**src/rtl/cfgcmd_pkg.sv**
```systemverilog
package cfgcmd_pkg;
  localparam int CFG_W  = 32;
  localparam int OFS_W  = 12;
  localparam int NREG   = 3;
  localparam int STRIP_LO = 18;
  localparam int STRIP_HI = 19;

  localparam logic [CFG_W-1:0] CODE_SHUTDOWN = 32'hC080_0000;
  localparam logic [CFG_W-1:0] CODE_REBOOT   = 32'hC090_0000;

  typedef enum logic [1:0] {SEL_NONE, SEL_DATA, SEL_CTL, SEL_STAT} reg_sel_e;
  typedef enum logic [1:0] {CMD_OTHER, CMD_SHUT, CMD_BOOT} cmd_kind_e;

  // Byte offset of register slot i (0 data, 1 command, 2 result)
  function automatic logic [OFS_W-1:0] slot_offset(input int i);
    return OFS_W'(12'hA0 + 4 * i);
  endfunction

  // Command value with the reserved pair of bits cleared
  function automatic logic [CFG_W-1:0] strip_cmd(input logic [CFG_W-1:0] v);
    logic [CFG_W-1:0] r;
    r = v;
    r[STRIP_HI:STRIP_LO] = '0;
    return r;
  endfunction

  function automatic cmd_kind_e classify(input logic [CFG_W-1:0] stripped);
    if (stripped == CODE_SHUTDOWN) return CMD_SHUT;
    if (stripped == CODE_REBOOT)   return CMD_BOOT;
    return CMD_OTHER;
  endfunction

  // Result word after a command: bit0 complete, bit1 error
  function automatic logic [1:0] result_of(input cmd_kind_e k);
    return (k == CMD_OTHER) ? 2'b11 : 2'b01;
  endfunction
endpackage

```
**src/rtl/cfgcmd_decode.sv**
```systemverilog
module cfgcmd_decode
  import cfgcmd_pkg::*;
#(
  parameter int ADDR_W = 12,
  parameter int BOARD_W = 12,
  parameter logic [BOARD_W-1:0] ACTIVE_BOARD = 12'h190
) (
  input  logic [BOARD_W-1:0] board_id,
  input  logic               bus_valid,
  input  logic               bus_write,
  input  logic [ADDR_W-1:0]  bus_addr,
  output logic               board_ok,
  output reg_sel_e           sel,
  output logic               wr_en
);
  logic [NREG-1:0] hit;

  for (genvar i = 0; i < NREG; i++) begin : g_hit
    assign hit[i] = (bus_addr == ADDR_W'(slot_offset(i)));
  end

  assign board_ok = (board_id == ACTIVE_BOARD);

  always_comb begin
    sel = SEL_NONE;
    if (bus_valid && board_ok) begin
      if (hit[0])      sel = SEL_DATA;
      else if (hit[1]) sel = SEL_CTL;
      else if (hit[2]) sel = SEL_STAT;
    end
  end

  assign wr_en = bus_write && (sel != SEL_NONE);
endmodule

```
**src/rtl/cfgcmd_action.sv**
```systemverilog
module cfgcmd_action
  import cfgcmd_pkg::*;
(
  input  logic             clk,
  input  logic             rst_n,
  input  logic             ctl_wr_evt,
  input  logic [CFG_W-1:0] wdata,
  output logic [CFG_W-1:0] stripped,
  output logic [1:0]       cmd_result,
  output logic             shutdown_req,
  output logic             reboot_req
);
  cmd_kind_e kind;

  assign stripped   = strip_cmd(wdata);
  assign kind       = classify(stripped);
  assign cmd_result = result_of(kind);

  always_ff @(posedge clk or negedge rst_n) begin
    if (!rst_n) begin
      shutdown_req <= 1'b0;
      reboot_req   <= 1'b0;
    end else begin
      shutdown_req <= ctl_wr_evt && (kind == CMD_SHUT);
      reboot_req   <= ctl_wr_evt && (kind == CMD_BOOT);
    end
  end
endmodule

```
**src/rtl/cfgcmd_regs.sv**
```systemverilog
module cfgcmd_regs
  import cfgcmd_pkg::*;
(
  input  logic             clk,
  input  logic             rst_n,
  input  reg_sel_e         sel,
  input  logic             wr_en,
  input  logic [CFG_W-1:0] wdata,
  input  logic [CFG_W-1:0] stripped,
  input  logic [1:0]       cmd_result,
  output logic [CFG_W-1:0] data_q,
  output logic [CFG_W-1:0] ctl_q,
  output logic [1:0]       stat_q
);
  always_ff @(posedge clk or negedge rst_n) begin
    if (!rst_n) begin
      data_q <= '0;
      ctl_q  <= '0;
      stat_q <= '0;
    end else if (wr_en) begin
      unique case (sel)
        SEL_DATA: data_q <= wdata;
        SEL_CTL: begin
          ctl_q  <= stripped;
          stat_q <= cmd_result;
        end
        SEL_STAT: stat_q <= wdata[1:0];
        default: ;
      endcase
    end
  end
endmodule

```
**src/rtl/cfgcmd_ctrl.sv**
```systemverilog
module cfgcmd_ctrl
  import cfgcmd_pkg::*;
#(
  parameter int ADDR_W = 12,
  parameter int BOARD_W = 12,
  parameter logic [BOARD_W-1:0] ACTIVE_BOARD = 12'h190
) (
  input  logic               clk,
  input  logic               rst_n,
  input  logic [BOARD_W-1:0] board_id,
  input  logic               bus_valid,
  input  logic               bus_write,
  input  logic [ADDR_W-1:0]  bus_addr,
  input  logic [31:0]        bus_wdata,
  output logic [31:0]        bus_rdata,
  output logic               shutdown_req,
  output logic               reboot_req
);
  logic             board_ok;
  reg_sel_e         sel;
  logic             wr_en;
  logic             ctl_wr_evt;
  logic [CFG_W-1:0] stripped;
  logic [1:0]       cmd_result;
  logic [CFG_W-1:0] data_q;
  logic [CFG_W-1:0] ctl_q;
  logic [1:0]       stat_q;

  cfgcmd_decode #(.ADDR_W(ADDR_W), .BOARD_W(BOARD_W), .ACTIVE_BOARD(ACTIVE_BOARD)) u_dec (
    .board_id(board_id), .bus_valid(bus_valid), .bus_write(bus_write),
    .bus_addr(bus_addr), .board_ok(board_ok), .sel(sel), .wr_en(wr_en)
  );

  assign ctl_wr_evt = wr_en && (sel == SEL_CTL);

  cfgcmd_action u_act (
    .clk(clk), .rst_n(rst_n), .ctl_wr_evt(ctl_wr_evt), .wdata(bus_wdata),
    .stripped(stripped), .cmd_result(cmd_result),
    .shutdown_req(shutdown_req), .reboot_req(reboot_req)
  );

  cfgcmd_regs u_regs (
    .clk(clk), .rst_n(rst_n), .sel(sel), .wr_en(wr_en), .wdata(bus_wdata),
    .stripped(stripped), .cmd_result(cmd_result),
    .data_q(data_q), .ctl_q(ctl_q), .stat_q(stat_q)
  );

  always_comb begin
    bus_rdata = '0;
    if (!bus_write) begin
      unique case (sel)
        SEL_DATA: bus_rdata = data_q;
        SEL_CTL:  bus_rdata = ctl_q;
        SEL_STAT: bus_rdata = {30'd0, stat_q};
        default:  bus_rdata = '0;
      endcase
    end
  end
endmodule

```
**config.mk**
```make
export PLATFORM = sky130hd
export DESIGN_NAME = cfgcmd_ctrl
export DESIGN_NICKNAME = d
export VERILOG_FILES = /design/src/rtl/cfgcmd_pkg.sv /design/src/rtl/cfgcmd_decode.sv /design/src/rtl/cfgcmd_action.sv /design/src/rtl/cfgcmd_regs.sv /design/src/rtl/cfgcmd_ctrl.sv
export SDC_FILE = /design/constraint.sdc
export NUM_CORES = 1
export LEC_CHECK = 0
export BUFFER_PORTS_ARGS = -buffer_cell sky130_fd_sc_hd__buf_2
export CAP_MARGIN = 10
export CELL_PAD_IN_SITES_DETAIL_PLACEMENT = 1
export CELL_PAD_IN_SITES_GLOBAL_PLACEMENT = 1
export CORE_MARGIN = 4
export CORE_UTILIZATION = 39
export CTS_BUF_LIST = sky130_fd_sc_hd__clkbuf_4 sky130_fd_sc_hd__clkbuf_8 sky130_fd_sc_hd__clkbuf_16
export DETAILED_ROUTE_END_ITERATION = 8
export GPL_TIMING_DRIVEN = 0
export PLACE_DENSITY_LB_ADDON = 0.3
export SLEW_MARGIN = 20
export SYNTH_ARGS = -nofsm -noshare
export SYNTH_HDL_FRONTEND = slang
export SYNTH_HIERARCHICAL = 1
export SYNTH_SLANG_ARGS = --single-unit
```
**constraint.sdc**
```tcl
create_clock -name clk -period 3.5 [get_ports clk]
set_clock_uncertainty 0.15 [all_clocks]
set_input_delay 0.875 -clock clk [delete_from_list [all_inputs] [get_ports clk]]
set_output_delay 0.875 -clock clk [all_outputs]
set_load 0.05 [all_outputs]
```
; After elaboration in Yosys (flattened, before gate mapping)
; Cells that the tools add are included.
[op_classes]
n_eq_ne = 11
n_mux = 15
n_reduce_logical = 11
[ops]
columns = cell, count
row1 = $pmux 32 s3, 1
row2 = $eq 30x30->1 const B, 2
row3 = $eq 12x8->1 const B, 3
row4 = $mux 32, 1
row5 = $mux 2, 9
row6 = $eq 12x9->1 const B, 1
row7 = $eq 2x2->1 const B, 3
row8 = $reduce_and 2->1, 3
row9 = $logic_and 1x1->1, 5
row10 = $eq 2x1->1 const B, 2
row11 = $pmux 2 s2, 1
row12 = $reduce_bool 2->1, 2
row13 = $mux 1, 3
row14 = $logic_not 2->1, 1
[word_totals]
output_inout_bits = 34
input_bits = 60
reg_bits = 66

; Longest topological paths before layout
[depth]
depth_word = 9
mapped_depth = 8

; Modules after synthesis
; Netlist, hierarchy kept.
[modules_own_cells]
columns = mod, n_inst, area_per_inst_um2, seq_area_each_um2, cells_per_inst
row1 = cfgcmd_regs, 1, 2756.4, 1651.6, 145
row2 = cfgcmd_ctrl, 1, 832.0, 0.0, 117
row3 = cfgcmd_action, 1, 406.6, 50.0, 52
row4 = cfgcmd_decode, 1, 115.1, 0.0, 15

; Worst setup path before layout
; Ideal clock, no wire load.
[synth_path]
path_type = input to output
from = input port bus_addr[9]
to = output port bus_rdata[0]
cell_stages = 6
t_arrival_ns = 3.490
path_buffers = 1
path_slack_ns = -1.015
cell_sequence = nor4b_1 -> nand4_1 -> nor3_1 -> buf_6 -> nand2b_1 -> o32ai_1
[synth_via]
elab_chain_cells = 8
word_cells_on_any_way = 12
cone_classes = eq/ne: 6 / mux: 6
[synth_lines]
columns = element, line_no
row1 = start: declaration, cfgcmd_ctrl.sv:13  ; input logic [ADDR_W-1:0] bus_addr,
row2 = $eq 12x8->1, cfgcmd_decode.sv:19  ; assign hit[i] = (bus_addr == ADDR_W'(slot_offset(i)));
row3 = $mux 2, cfgcmd_decode.sv:29  ; else if (hit[2]) sel = SEL_STAT;
row4 = $mux 2, cfgcmd_decode.sv:28  ; else if (hit[1]) sel = SEL_CTL;
row5 = $mux 2 (*), cfgcmd_decode.sv:27  ; if (hit[0]) sel = SEL_DATA;
row6 = $mux 2 (*), cfgcmd_decode.sv:26  ; if (bus_valid && board_ok) begin
row7 = via sel[0], cfgcmd_ctrl.sv:20  ; reg_sel_e sel;
row8 = $eq 2x2->1 / $eq 2x1->1 (equally long branches), cfgcmd_ctrl.sv:51  ; unique case (sel)
row9 = $pmux 32 s3 (*), cfgcmd_ctrl.sv:51
row10 = $mux 32 (*), cfgcmd_ctrl.sv:50  ; if (!bus_write) begin
row11 = end: declaration, cfgcmd_ctrl.sv:15  ; output logic [31:0] bus_rdata,
; Mark *: on every way through the listed nets, which the timed path passes. The rest lies on a longest branch.

; Worst setup path after layout
[layout_path]
from = input port board_id[5]
to = output port bus_rdata[25]
[layout_via]
elab_chain_cells = 6
word_cells_on_any_way = 8
cone_classes = eq/ne: 4 / mux: 3 / reduce/logical: 1
[layout_lines]
columns = element, line_no
row1 = start: declaration, cfgcmd_ctrl.sv:10  ; input logic [BOARD_W-1:0] board_id,
row2 = $eq 12x9->1 (*), cfgcmd_decode.sv:22  ; assign board_ok = (board_id == ACTIVE_BOARD);
row3 = $logic_and 1x1->1 (*), cfgcmd_decode.sv:26
row4 = $mux 2 (*), cfgcmd_decode.sv:26
row5 = via sel[1], cfgcmd_ctrl.sv:20
row6 = $eq 2x2->1 / $eq 2x1->1 (equally long branches), cfgcmd_ctrl.sv:51
row7 = $pmux 32 s3 (*), cfgcmd_ctrl.sv:51
row8 = $mux 32 (*), cfgcmd_ctrl.sv:50
; Marked as above.

==> flow_metrics.tcl <==
set metrics [dict create \
    status "finished, violations left" \
    violations "negative setup slack" \
    rrSetupSlack_ns 2.55 \
    postCtsHoldBufs 0 \
    die_h_um 111 \
    synthToLayoutAreaGrowth_pct 43.4 \
    core_sq_mm 0.0103 \
    die_area_sq_mm 0.0122 \
    cellPowerDensity_mw_per_mm2 283 \
    crit_top_cell "buf_6" \
    grt_antenna_before_repair 0 \
    dp_hpwl_um 8020 \
    p_leak_nw 2.77 \
    grt_usage_pct 19.6 \
    cts_buffer_depth 2 \
    numCtsBuffers 9 \
    setup_slack_ns -0.130 \
    port_buffers 93 \
    hold_violations 0 \
    antenna_left 0 \
    place_congestion 0.707 \
    h-tree-depth 3 \
    relSlewSlack_pct 63.4 \
    netlist_area_sq_mm 0.00410 \
    drc 0 \
    cp_max_fo 10 \
    drive_gt1_share_pct 63.5 \
    required_ns 2.47 \
    overflow 0 \
    critPathKind "input port to output pin" \
    fin_nets 502 \
    wirelength_um 11800 \
    crit_chain "buf_2, nor4b_4, nand4_1, buf_6, nor3_4, buf_6, buf_8, nand3b_1, a21oi_4, buf_6" \
    tns_ns -3.01 \
    yosysWarningCount 6 \
    setup_viol 32 \
    synthCells 328 \
    period_needed_ns 3.63 \
    maxCapViolations 0 \
    start_kind "input port" \
    grt_pass1_wl_um 18900 \
    tightest_slew_ns 0.549 \
    arrival_ns 2.60 \
    antenna_cells 0 \
    vdd_ir_drop_max_uv 207 \
    vias 3019 \
    post-place-ws_ns -0.531 \
    slew_viol_final 0 \
    viasPerCell 5.18 \
    wl_per_cell_um 20.2 \
    crit_buf_inv 5 \
    rr_startpoint "u_regs/ctl_q[1]" \
    startpoint "board_id[5]" \
    cts_tree "yes" \
    floorplan.rows 37 \
    clock_sinks 68 \
    min_period_over_period_pct 104 \
    cp-end-kind "output pin" \
    max_freq_mhz 275 \
    hold_class "input port to async pin" \
    clk_pin_slew_ns 0.08 \
    insertion_delay_ns 0.35 \
    dieWidth_um 111 \
    r2r-end "u_regs/ctl_q[1]" \
    reg2reg_depth 1 \
    floorplan.initialDensity_pct 39.9 \
    drtPass1Iterations 4 \
    pin_count 94 \
    rsz0062_at_grt "yes" \
    grt_pass1_vias 3554 \
    dr.first_iter.drc_count 88 \
    critPathMaxStageDelay_ns 0.24 \
    grt_start_max_net_pins 36 \
    cp_top_family "buffers and inverters" \
    clockRootBuffer "clkbuf_8" \
    avgSynthCellArea_sq_um 12.5 \
    crit_path_top_delay_cell "nor4b_4" \
]
## power by group
group	leakage [nW]	switching [mW]	total (mW)	internal, mW
clock network	0.106	0.336	0.740	0.404
logic	1.72	0.0737	0.140	0.0667
registers	0.951	0.000000000000206	0.785	0.785
total	2.77	0.410	1.67	1.26
## area by class of cell
type / count / area [sq um]
clock inverter: 7 / 101
clock buffer: 9 / 124
sequential: 68 / 1700
timing repair buffer: 103 / 871
fill: 1051 / 4390
inverter: 2 / 7.51
tap: 136 / 170
buffer: 57 / 515
multi-input combinational: 201 / 2400
## placed cells by master, fill, tap and decap left out, drive strengths merged
cell      instances
a31oi             2
inv               2
nor3              3
xnor2             1
or4b              2
clkinvlp          2
a21oi            32
dfrtp            68
nand3b           63
nor2              3
clkinv            3
nor4              6
nand2             2
bufinv            2
clkbuf           12
mux2i             4
mux2             64
buf             157
conb              3
nand2b            2
nand4             2
nand3             3
nor4b             6
o32ai             2
and3b             1
## stage by stage
stage	hold WS [ns]	power (mW)	cell area [sq um]	instances	util [%]
after detailed placement	0.346	0.933	5200	559	50.6
final	0.327	1.67	5890	583	57.3
after CTS	0.327	1.68	5770	581	56.1
after floorplan	0.329	0.855	4550	329	-
after global routing	0.337	1.74	5890	583	57.3
after global placement	0.338	0.926	5180	558	50.4
## what timing repair did
action / 4_1_cts / 5_1_grt
pin swaps: 20 / 8
buffers inserted: 5 / 0
gates cloned: 2 / 2
setup endpoints to repair: 32 / 32
gates resized for setup: 85 / 13
endpoints found under the hold margin: 0 / 0
## flip-flops by register name (all words and copies together), names as in the netlist
signal,flops
u_regs/ctl_q,32
u_regs/data_q,32
u_act/reboot_req,1
u_act/shutdown_req,1
u_regs/stat_q,2
## worst max path at each step
stage,endpoint,depth (start not counted)
after floorplan,bus_rdata[0],6
after global placement,bus_rdata[20],9
after detailed placement,bus_rdata[25],9
after CTS,bus_rdata[0],9
after global routing,bus_rdata[20],10
final,bus_rdata[25],10
## routing by layer
layer  track usage, %  vias to the layer above  routed length [um]
li1                 -                     1375                   -
met1             24.0                     1564                5110
met2             34.3                       71                6100
met3             5.32                        9                 481
met4             4.43                        0                 104
met5                0                        -                   0
Note: power is estimated with default switching activity, not from simulation.
